[config.mk]
export PLATFORM = sky130hd
export DESIGN_NAME = cell_merge_reasm
export DESIGN_NICKNAME = d
export VERILOG_FILES = /design/src/rtl/mrg_pkg.sv /design/src/rtl/mrg_free_list.sv /design/src/rtl/mrg_sync_fifo.sv /design/src/rtl/cell_merge_reasm.sv
export SDC_FILE = /design/constraint.sdc
export NUM_CORES = 2
export LEC_CHECK = 0
export ABC_AREA = 1
export BUFFER_PORTS_ARGS = -buffer_cell sky130_fd_sc_hd__buf_2
export CAP_MARGIN = 20
export CELL_PAD_IN_SITES_DETAIL_PLACEMENT = 1
export CELL_PAD_IN_SITES_GLOBAL_PLACEMENT = 1
export CORE_MARGIN = 8
export CORE_UTILIZATION = 55
export DETAILED_ROUTE_END_ITERATION = 7
export PLACE_DENSITY_LB_ADDON = 0.1
export SYNTH_ARGS = -nofsm -noshare
export SYNTH_HDL_FRONTEND = slang
export SYNTH_SLANG_ARGS = --single-unit
[constraint.sdc]
create_clock -name clk -period 7.7 [get_ports clk]
set_input_delay 0 -clock clk [delete_from_list [all_inputs] [get_ports clk]]
set_output_delay 0 -clock clk [all_outputs]
set_load 0.005 [all_outputs]
[src/rtl/mrg_pkg.sv]
package mrg_pkg;

    localparam int PORT_W = 2;
    localparam int VCI_W  = 2;
    localparam int DEST_W = 3;
    localparam int QOS_W  = 1;
    localparam int DATA_W = 16;
    localparam int CELLS  = 32;   // power of two
    localparam int DROP_W = 16;

    localparam int Q_W    = PORT_W + VCI_W;
    localparam int NQ     = 1 << Q_W;
    localparam int PTR_W  = $clog2(CELLS);
    localparam int LEN_W  = $clog2(CELLS + 1);
    localparam int OVCI_W = DEST_W + QOS_W;
    localparam int SUM_W  = LEN_W + Q_W + 1;

    typedef struct packed {
        logic              partial;
        logic [DEST_W-1:0] dest;
        logic [QOS_W-1:0]  qos;
    } map_t;

    // one entry per finished (or abandoned) packet, in completion order
    typedef struct packed {
        logic             kill;
        logic [Q_W-1:0]   q;
        logic [LEN_W-1:0] len;
    } done_t;

    typedef enum logic {MV_IDLE, MV_RUN} mv_state_t;

    function automatic logic [OVCI_W-1:0] out_label(map_t m);
        return {m.dest, (m.partial ? m.qos : {QOS_W{1'b0}})};
    endfunction

endpackage

[src/rtl/mrg_free_list.sv]
module mrg_free_list #(
    parameter int DEPTH = 32
) (
    input  logic                       clk,
    input  logic                       rst,
    input  logic                       take,
    output logic [$clog2(DEPTH)-1:0]   head_idx,
    output logic                       avail,
    input  logic                       rel_a,
    input  logic [$clog2(DEPTH)-1:0]   idx_a,
    input  logic                       rel_b,
    input  logic [$clog2(DEPTH)-1:0]   idx_b
);
    localparam int PW = $clog2(DEPTH);
    localparam int CW = $clog2(DEPTH + 1);

    logic [PW-1:0] slot [DEPTH];
    logic [PW-1:0] rd, wr;
    logic [CW-1:0] cnt;

    assign head_idx = slot[rd];
    assign avail    = (cnt != '0);

    always_ff @(posedge clk) begin
        if (rst) begin
            for (int i = 0; i < DEPTH; i++) slot[i] <= PW'(i);
            rd  <= '0;
            wr  <= '0;
            cnt <= CW'(DEPTH);
        end else begin
            if (rel_a) slot[wr] <= idx_a;
            if (rel_b) slot[rel_a ? wr + PW'(1) : wr] <= idx_b;
            wr  <= wr + PW'(rel_a) + PW'(rel_b);
            rd  <= rd + PW'(take);
            cnt <= cnt + CW'(rel_a) + CW'(rel_b) - CW'(take);
        end
    end


    take_when_empty_chk: assert property (@(posedge clk) disable iff (rst)
        take |-> cnt != '0);


    free_overfill_chk: assert property (@(posedge clk) disable iff (rst)
        (rel_a || rel_b) |-> (int'(cnt) + int'(rel_a) + int'(rel_b) - int'(take) <= DEPTH));

endmodule

[src/rtl/mrg_sync_fifo.sv]
module mrg_sync_fifo #(
    parameter int W     = 8,
    parameter int DEPTH = 32
) (
    input  logic         clk,
    input  logic         rst,
    input  logic         push,
    input  logic [W-1:0] din,
    input  logic         pop,
    output logic [W-1:0] dout,
    output logic         empty
);
    localparam int PW = $clog2(DEPTH);
    localparam int CW = $clog2(DEPTH + 1);

    logic [W-1:0]  mem [DEPTH];
    logic [PW-1:0] rd, wr;
    logic [CW-1:0] cnt;

    assign dout  = mem[rd];
    assign empty = (cnt == '0);

    always_ff @(posedge clk) begin
        if (push) mem[wr] <= din;
    end

    always_ff @(posedge clk) begin
        if (rst) begin
            rd  <= '0;
            wr  <= '0;
            cnt <= '0;
        end else begin
            wr  <= wr + PW'(push);
            rd  <= rd + PW'(pop);
            cnt <= cnt + CW'(push) - CW'(pop);
        end
    end


    order_fifo_over_chk: assert property (@(posedge clk) disable iff (rst)
        push |-> (int'(cnt) < DEPTH) || pop);


    order_fifo_under_chk: assert property (@(posedge clk) disable iff (rst)
        pop |-> !empty);

endmodule

[src/rtl/cell_merge_reasm.sv]
module cell_merge_reasm
    import mrg_pkg::*;
(
    input  logic              clk,
    input  logic              rst,
    input  logic              in_valid,
    input  logic [PORT_W-1:0] in_port,
    input  logic [VCI_W-1:0]  in_vci,
    input  logic              in_eop,
    input  logic [DATA_W-1:0] in_data,
    input  logic              map_we,
    input  logic [Q_W-1:0]    map_idx,
    input  logic [DEST_W-1:0] map_dest,
    input  logic [QOS_W-1:0]  map_qos,
    input  logic              map_partial,
    input  logic              out_ready,
    output logic              out_valid,
    output logic [OVCI_W-1:0] out_vci,
    output logic              out_eop,
    output logic [DATA_W-1:0] out_data,
    output logic [DROP_W-1:0] drop_cnt
);
    // shared cell pool
    logic [DATA_W-1:0] cell_data [CELLS];
    logic [PTR_W-1:0]  cell_next [CELLS];
    logic [OVCI_W-1:0] cell_lab  [CELLS];
    logic              cell_eop  [CELLS];

    map_t map_tbl [NQ];

    // reassembly queues
    logic [PTR_W-1:0] q_head [NQ];
    logic [PTR_W-1:0] q_tail [NQ];
    logic [LEN_W-1:0] q_cnt  [NQ];
    logic [LEN_W-1:0] q_open [NQ];
    logic [NQ-1:0]    q_discard;

    // output list
    logic [PTR_W-1:0] o_head, o_tail;
    logic [LEN_W-1:0] o_cnt;

    // merge engine
    mv_state_t         mv_state;
    done_t             cur;
    logic [LEN_W-1:0]  rem;
    logic [OVCI_W-1:0] run_lab;

    // arrival decode
    logic [Q_W-1:0]   in_q;
    logic             fl_avail;
    logic [PTR_W-1:0] fl_idx;
    logic             drop_now, accept, new_drop;

    assign in_q     = {in_port, in_vci};
    assign drop_now = in_valid && (q_discard[in_q] || !fl_avail);
    assign accept   = in_valid && !drop_now;
    assign new_drop = drop_now && !q_discard[in_q];

    // completion fifo
    logic  cf_push, cf_pop, cf_empty;
    done_t cf_din, cf_head;

    always_comb begin
        cf_push = 1'b0;
        cf_din  = '0;
        if (accept && in_eop) begin
            cf_push = 1'b1;
            cf_din  = '{kill: 1'b0, q: in_q, len: q_open[in_q] + LEN_W'(1)};
        end else if (new_drop && q_open[in_q] != '0) begin
            cf_push = 1'b1;
            cf_din  = '{kill: 1'b1, q: in_q, len: q_open[in_q]};
        end
    end

    // merge step control
    logic             mv_stall, mv_step, mv_last, o_push, o_pop, kill_free;
    logic [PTR_W-1:0] mv_cell;

    assign cf_pop    = (mv_state == MV_IDLE) && !cf_empty;
    assign mv_stall  = in_valid && (in_q == cur.q);
    assign mv_step   = (mv_state == MV_RUN) && !mv_stall;
    assign mv_cell   = q_head[cur.q];
    assign mv_last   = (rem == LEN_W'(1));
    assign o_push    = mv_step && !cur.kill;
    assign kill_free = mv_step && cur.kill;

    assign out_valid = (o_cnt != '0);
    assign o_pop     = out_valid && out_ready;
    assign out_data  = cell_data[o_head];
    assign out_vci   = cell_lab[o_head];
    assign out_eop   = cell_eop[o_head];

    mrg_free_list #(.DEPTH(CELLS)) u_free (
        .clk      (clk),
        .rst      (rst),
        .take     (accept),
        .head_idx (fl_idx),
        .avail    (fl_avail),
        .rel_a    (o_pop),
        .idx_a    (o_head),
        .rel_b    (kill_free),
        .idx_b    (mv_cell)
    );

    mrg_sync_fifo #(.W($bits(done_t)), .DEPTH(CELLS)) u_done (
        .clk   (clk),
        .rst   (rst),
        .push  (cf_push),
        .din   (cf_din),
        .pop   (cf_pop),
        .dout  (cf_head),
        .empty (cf_empty)
    );

    // pool contents: no reset needed, validity is tracked by counts
    always_ff @(posedge clk) begin
        if (accept) begin
            cell_data[fl_idx] <= in_data;
            if (q_cnt[in_q] != '0) cell_next[q_tail[in_q]] <= fl_idx;
        end
        if (o_push) begin
            cell_lab[mv_cell] <= run_lab;
            cell_eop[mv_cell] <= mv_last;
            if (o_cnt != '0) cell_next[o_tail] <= mv_cell;
        end
    end

    // translation table
    always_ff @(posedge clk) begin
        if (rst) begin
            for (int i = 0; i < NQ; i++) map_tbl[i] <= '0;
        end else if (map_we) begin
            map_tbl[map_idx] <= '{partial: map_partial, dest: map_dest, qos: map_qos};
        end
    end

    // reassembly queue bookkeeping; arrival and merge never touch the same queue
    always_ff @(posedge clk) begin
        if (rst) begin
            for (int i = 0; i < NQ; i++) begin
                q_head[i] <= '0;
                q_tail[i] <= '0;
                q_cnt[i]  <= '0;
                q_open[i] <= '0;
            end
            q_discard <= '0;
            drop_cnt  <= '0;
        end else begin
            if (accept) begin
                if (q_cnt[in_q] == '0) q_head[in_q] <= fl_idx;
                q_tail[in_q] <= fl_idx;
                q_cnt[in_q]  <= q_cnt[in_q] + LEN_W'(1);
                q_open[in_q] <= in_eop ? '0 : q_open[in_q] + LEN_W'(1);
            end
            if (drop_now) begin
                drop_cnt <= drop_cnt + DROP_W'(1);
                if (q_discard[in_q]) begin
                    if (in_eop) q_discard[in_q] <= 1'b0;
                end else begin
                    q_open[in_q] <= '0;
                    if (!in_eop) q_discard[in_q] <= 1'b1;
                end
            end
            if (mv_step) begin
                q_head[cur.q] <= cell_next[mv_cell];
                q_cnt[cur.q]  <= q_cnt[cur.q] - LEN_W'(1);
            end
        end
    end

    // output list
    always_ff @(posedge clk) begin
        if (rst) begin
            o_head <= '0;
            o_tail <= '0;
            o_cnt  <= '0;
        end else begin
            o_cnt <= o_cnt + LEN_W'(o_push) - LEN_W'(o_pop);
            if (o_pop) o_head <= cell_next[o_head];
            if (o_push) begin
                o_tail <= mv_cell;
                if (o_cnt == '0 || (o_cnt == LEN_W'(1) && o_pop)) o_head <= mv_cell;
            end
        end
    end

    // merge engine: one packet at a time, label latched at run start
    always_ff @(posedge clk) begin
        if (rst) begin
            mv_state <= MV_IDLE;
            cur      <= '0;
            rem      <= '0;
            run_lab  <= '0;
        end else begin
            case (mv_state)
                MV_IDLE: if (cf_pop) begin
                    cur      <= cf_head;
                    rem      <= cf_head.len;
                    run_lab  <= out_label(map_tbl[cf_head.q]);
                    mv_state <= MV_RUN;
                end
                MV_RUN: if (mv_step) begin
                    rem <= rem - LEN_W'(1);
                    if (mv_last) mv_state <= MV_IDLE;
                end
                default: mv_state <= MV_IDLE;
            endcase
        end
    end

    // occupancy across reassembly queues and output list
    logic [SUM_W-1:0] held;
    always_comb begin
        held = SUM_W'(o_cnt);
        for (int i = 0; i < NQ; i++) held = held + SUM_W'(q_cnt[i]);
    end


    pool_bound_chk: assert property (@(posedge clk) disable iff (rst)
        accept |-> held < SUM_W'(CELLS));


    run_source_chk: assert property (@(posedge clk) disable iff (rst)
        mv_step |-> q_cnt[cur.q] != '0);


    drop_source_chk: assert property (@(posedge clk) disable iff (rst)
        (drop_cnt != $past(drop_cnt)) |-> $past(in_valid));


    out_hold_chk: assert property (@(posedge clk) disable iff (rst)
        (out_valid && !out_ready) |=> out_valid && $stable(out_data)
                                      && $stable(out_vci) && $stable(out_eop));

endmodule

==> out/qor.csv <==
metric,value,unit
status,"finished, final reports clean",
share of layout cells above drive strength 1,7.92,%
DRT iter0 DRCs,7734,
sequential power share,34.5,%
synthesized area,86300,um^2
post-route clock period utilization,66.5,%
"slowest stage cell, crit path",clkinv_2,
IO Count,73,
Hold Path Stages,3,
Fin. Hold Viols,0,
gr ovfl total,0,
PnR worst setup slack,2.58,ns
die span in y,412,um
max incr delay on CP,0.74,ns
Clk Tree Root Cell,clkbuf_16,
Final min period,5.12,ns
register area share after synthesis,64.1,%
CP arrival,5.68,ns
Nets,8400,
switching share of power,42.8,%
CP dominant cell by count,nand2_1,
Post-synth EDFFs,1776,
P_int,20.7,mW
CP Depth,17,
share of Yosys cell area claimed by the top area cell type,61.8,%
"Distinct cells, synth",57,
CP Capture Type,flop,
slew of the pin with the lowest slew margin,1.17,ns
"Req. time, crit path",8.26,ns
Setup WS pre-CTS,2.64,ns
post-CTS setup buffer count,0,
post-synth top area cell,edfxtp_1,
htree depth,4,
CTS tree,done,
launching element type of the critical path,flop,
Final HPWL DP,182000,um
Initial Utilization,55.3,%
P_sw,15.5,mW
CP Cell Sequence,buf_4 -> nor2_1 -> nor2_1 -> o21ai_0 -> nand3_1 -> nand3_1 -> nand2_2 -> clkinv_2 -> buf_4 -> nand3_1 -> nand2_1 -> o21ai_1 -> nand2_1 -> nor2_1 -> nand2_1 -> nand2_1 -> nand2_1,
number of global-route vias before repair,71310,
clk_lat worst skew,0.86,ns
router iterations before antenna repair,6,
achievable clock frequency,195,MHz
pwr/cell area,381,nW/um^2
max-slew violations,0,
Final ANT Viol Nets,0,
# setup viols final,0,
TNS Setup,0,ns
Synth area leaders,"edfxtp_1, o21ai_0, nand2_1, nor2_1, nand3_1",
ys flop type,edfxtp_1,
fillers,16537,
Buffers & Inverters on Critical Path,3,
worst min-delay path category,input port to flop,
family with the most delay on the worst path,buffers and inverters,
die area,170000,um^2
initial antenna violation count,6,
Vias per Instance,6.47,
GRT Overall Usage,33.9,%
share of flip-flops with an asynchronous set or reset,0,%
worst hold start,rst,
RSZ-0062 raised after global routing,no,
drc violations,0,
Fin Clk Skew,0.0796,ns
Area Growth Syn to Fin,10.3,%
first-pass GRT wire length,441000,um
port bufs,72,
Slew HR,21.9,%
cts repair resizes,0,
leakage,33.9,nW
row cnt,145,
vias,68260,
WS Path Type,flop to flop,
routed len/inst,28.0,um
CTS buffer count,196,
VDD IR-drop max,0.000465,V
pin count of the biggest net entering global routing,225,
syn_nets,8538,
clock network power share,27.2,%
clk buf depth,3,
CP max FO,91,
Worst-path clk slew,0.06,ns
Final GP Congestion,0.917,
total core area,156000,um^2
Synth Register Bits,1876,
Syn Area/Cell,10.2,um^2
cells after synthesis,8457,
hold buffer count at cts,43,
TritonCTS Sinks,1876,
Chip Width,412,um
Logic pwr share,38.3,%
Max-cap violations,0,
Yosys warning count,0,
R2R depth,17,
WL final,295000,um
## final timing paths
kind,slack [ns],end
setup / recovery,2.58,q_head[12][1]
hold / removal,0.23,u_done.cnt[1]
setup reg to reg,2.58,q_head[12][1]
hold reg to reg,0.49,flop
## cell usage in the layout (no fill, tap or decap), types with 64 or more instances in the layout
cell / count
edfxtp_1: 1776
nand2_1: 1508
nor2_1: 1358
o21ai_0: 1182
nand3_1: 460
inv_1: 334
o22ai_1: 199
clkbuf_16: 196
o221ai_1: 185
a21oi_1: 147
a22oi_1: 135
buf_4: 134
dfxtp_1: 89
buf_2: 71
o211ai_1: 64
## worst register-to-register path, delay by kind of cell, from the launching register on
kind	cells	cell delay, ns
buffers and inverters	3	2.24
AO/OA/AOI/OAI	2	0.25
AND/OR/NAND/NOR	12	2.05
flip-flops	1	0.34
## synthesized netlist by cell type (11+ instances only)
library cell	count
xor2_1	11
o21ai_1	18
clkbuf_1	447
inv_1	340
a32oi_1	15
a21oi_1	151
nand3_1	460
edfxtp_1	1776
nand2_1	1509
dfxtp_1	100
buf_1	29
ha_1	42
nor2_2	20
nor3_1	47
o22ai_1	201
nand4_1	39
o21ai_0	1183
a22oi_1	135
buf_2	83
o221ai_1	185
xnor2_1	12
nand3b_1	14
clkinv_1	16
nor2_1	1378
buf_6	21
nand2_2	11
a31oi_1	27
o211ai_1	64
buf_4	21
inv_2	27
## cells by family after synthesis
kind of cell,count (synthesis),share of synthesized area [%]
compound gates,1996,13.5
buf+inv,986,4.69
simple gates,3526,16.7
xor+xnor,27,0.309
fa+ha+maj,46,0.702
flops,1876,64.1
## registers in the layout (all words and copies together) (netlist names), 6 cells and up, named ones only
| name | count |
|---|---|
| o_cnt | 6 |
| q_open | 96 |
| u_free.cnt | 6 |
| cell_data | 512 |
| drop_cnt | 16 |
| cell_next | 160 |
| rem | 6 |
| q_tail | 80 |
| u_done.cnt | 6 |
| q_cnt | 96 |
| u_free.slot | 160 |
| q_head | 80 |
| u_done.mem | 352 |
| cell_lab | 128 |
| map_tbl | 80 |
| cell_eop | 32 |
## layout make-up
class                      instances  area [um^2]  share of cell area [%]
sequential                      1876        55400                    58.2
multi-input combinational       5595        27000                    28.4
clock buffer                     242         5130                    5.39
tap                             2058         2570                    2.71
timing repair buffer             266         2090                    2.19
clock inverter                   123         1520                    1.59
inverter                         384         1470                    1.54
antenna                            4         10.0                  0.0105
## power by group through the flow
| stage | clock (mW) | combinational (mW) | sequential (mW) |
|---|---|---|---|
| 5_1_grt | 10.2 | 14.7 | 12.6 |
| 3_3_place_gp | 0 | 12.8 | 12.7 |
| 3_5_place_dp | 0 | 13.3 | 12.7 |
| 4_1_cts | 9.89 | 13.5 | 12.5 |
| 6_report | 9.85 | 13.9 | 12.5 |
| 2_1_floorplan | 0 | 8.30 | 12.4 |
## stage by stage
| step | area, um^2 | power (mW) | instances | utilization, % | hold WS, ns |
|---|---|---|---|---|---|
| global route | 95200 | 37.5 | 10546 | 61.0 | 0.228 |
| CTS | 95000 | 35.9 | 10527 | 60.9 | 0.169 |
| floorplan | 86300 | 20.7 | 8457 | - | 0.0989 |
| finish | 95200 | 36.2 | 10548 | 61.0 | 0.230 |
| detailed placement | 87900 | 26.0 | 10119 | 56.3 | 0.464 |
| global placement | 87800 | 25.5 | 10115 | 56.3 | 0.463 |
## routing by layer
| layer | GRT usage [%] | routed length, um | vias to the layer above |
|---|---|---|---|
| met5 | 0 | 27 | - |
| met4 | 16.2 | 15500 | 4 |
| met3 | 5.56 | 23200 | 844 |
| met2 | 57.9 | 145000 | 3385 |
| met1 | 42.2 | 111000 | 34314 |
| li1 | - | - | 29713 |
(Power assumes the default switching activity.)
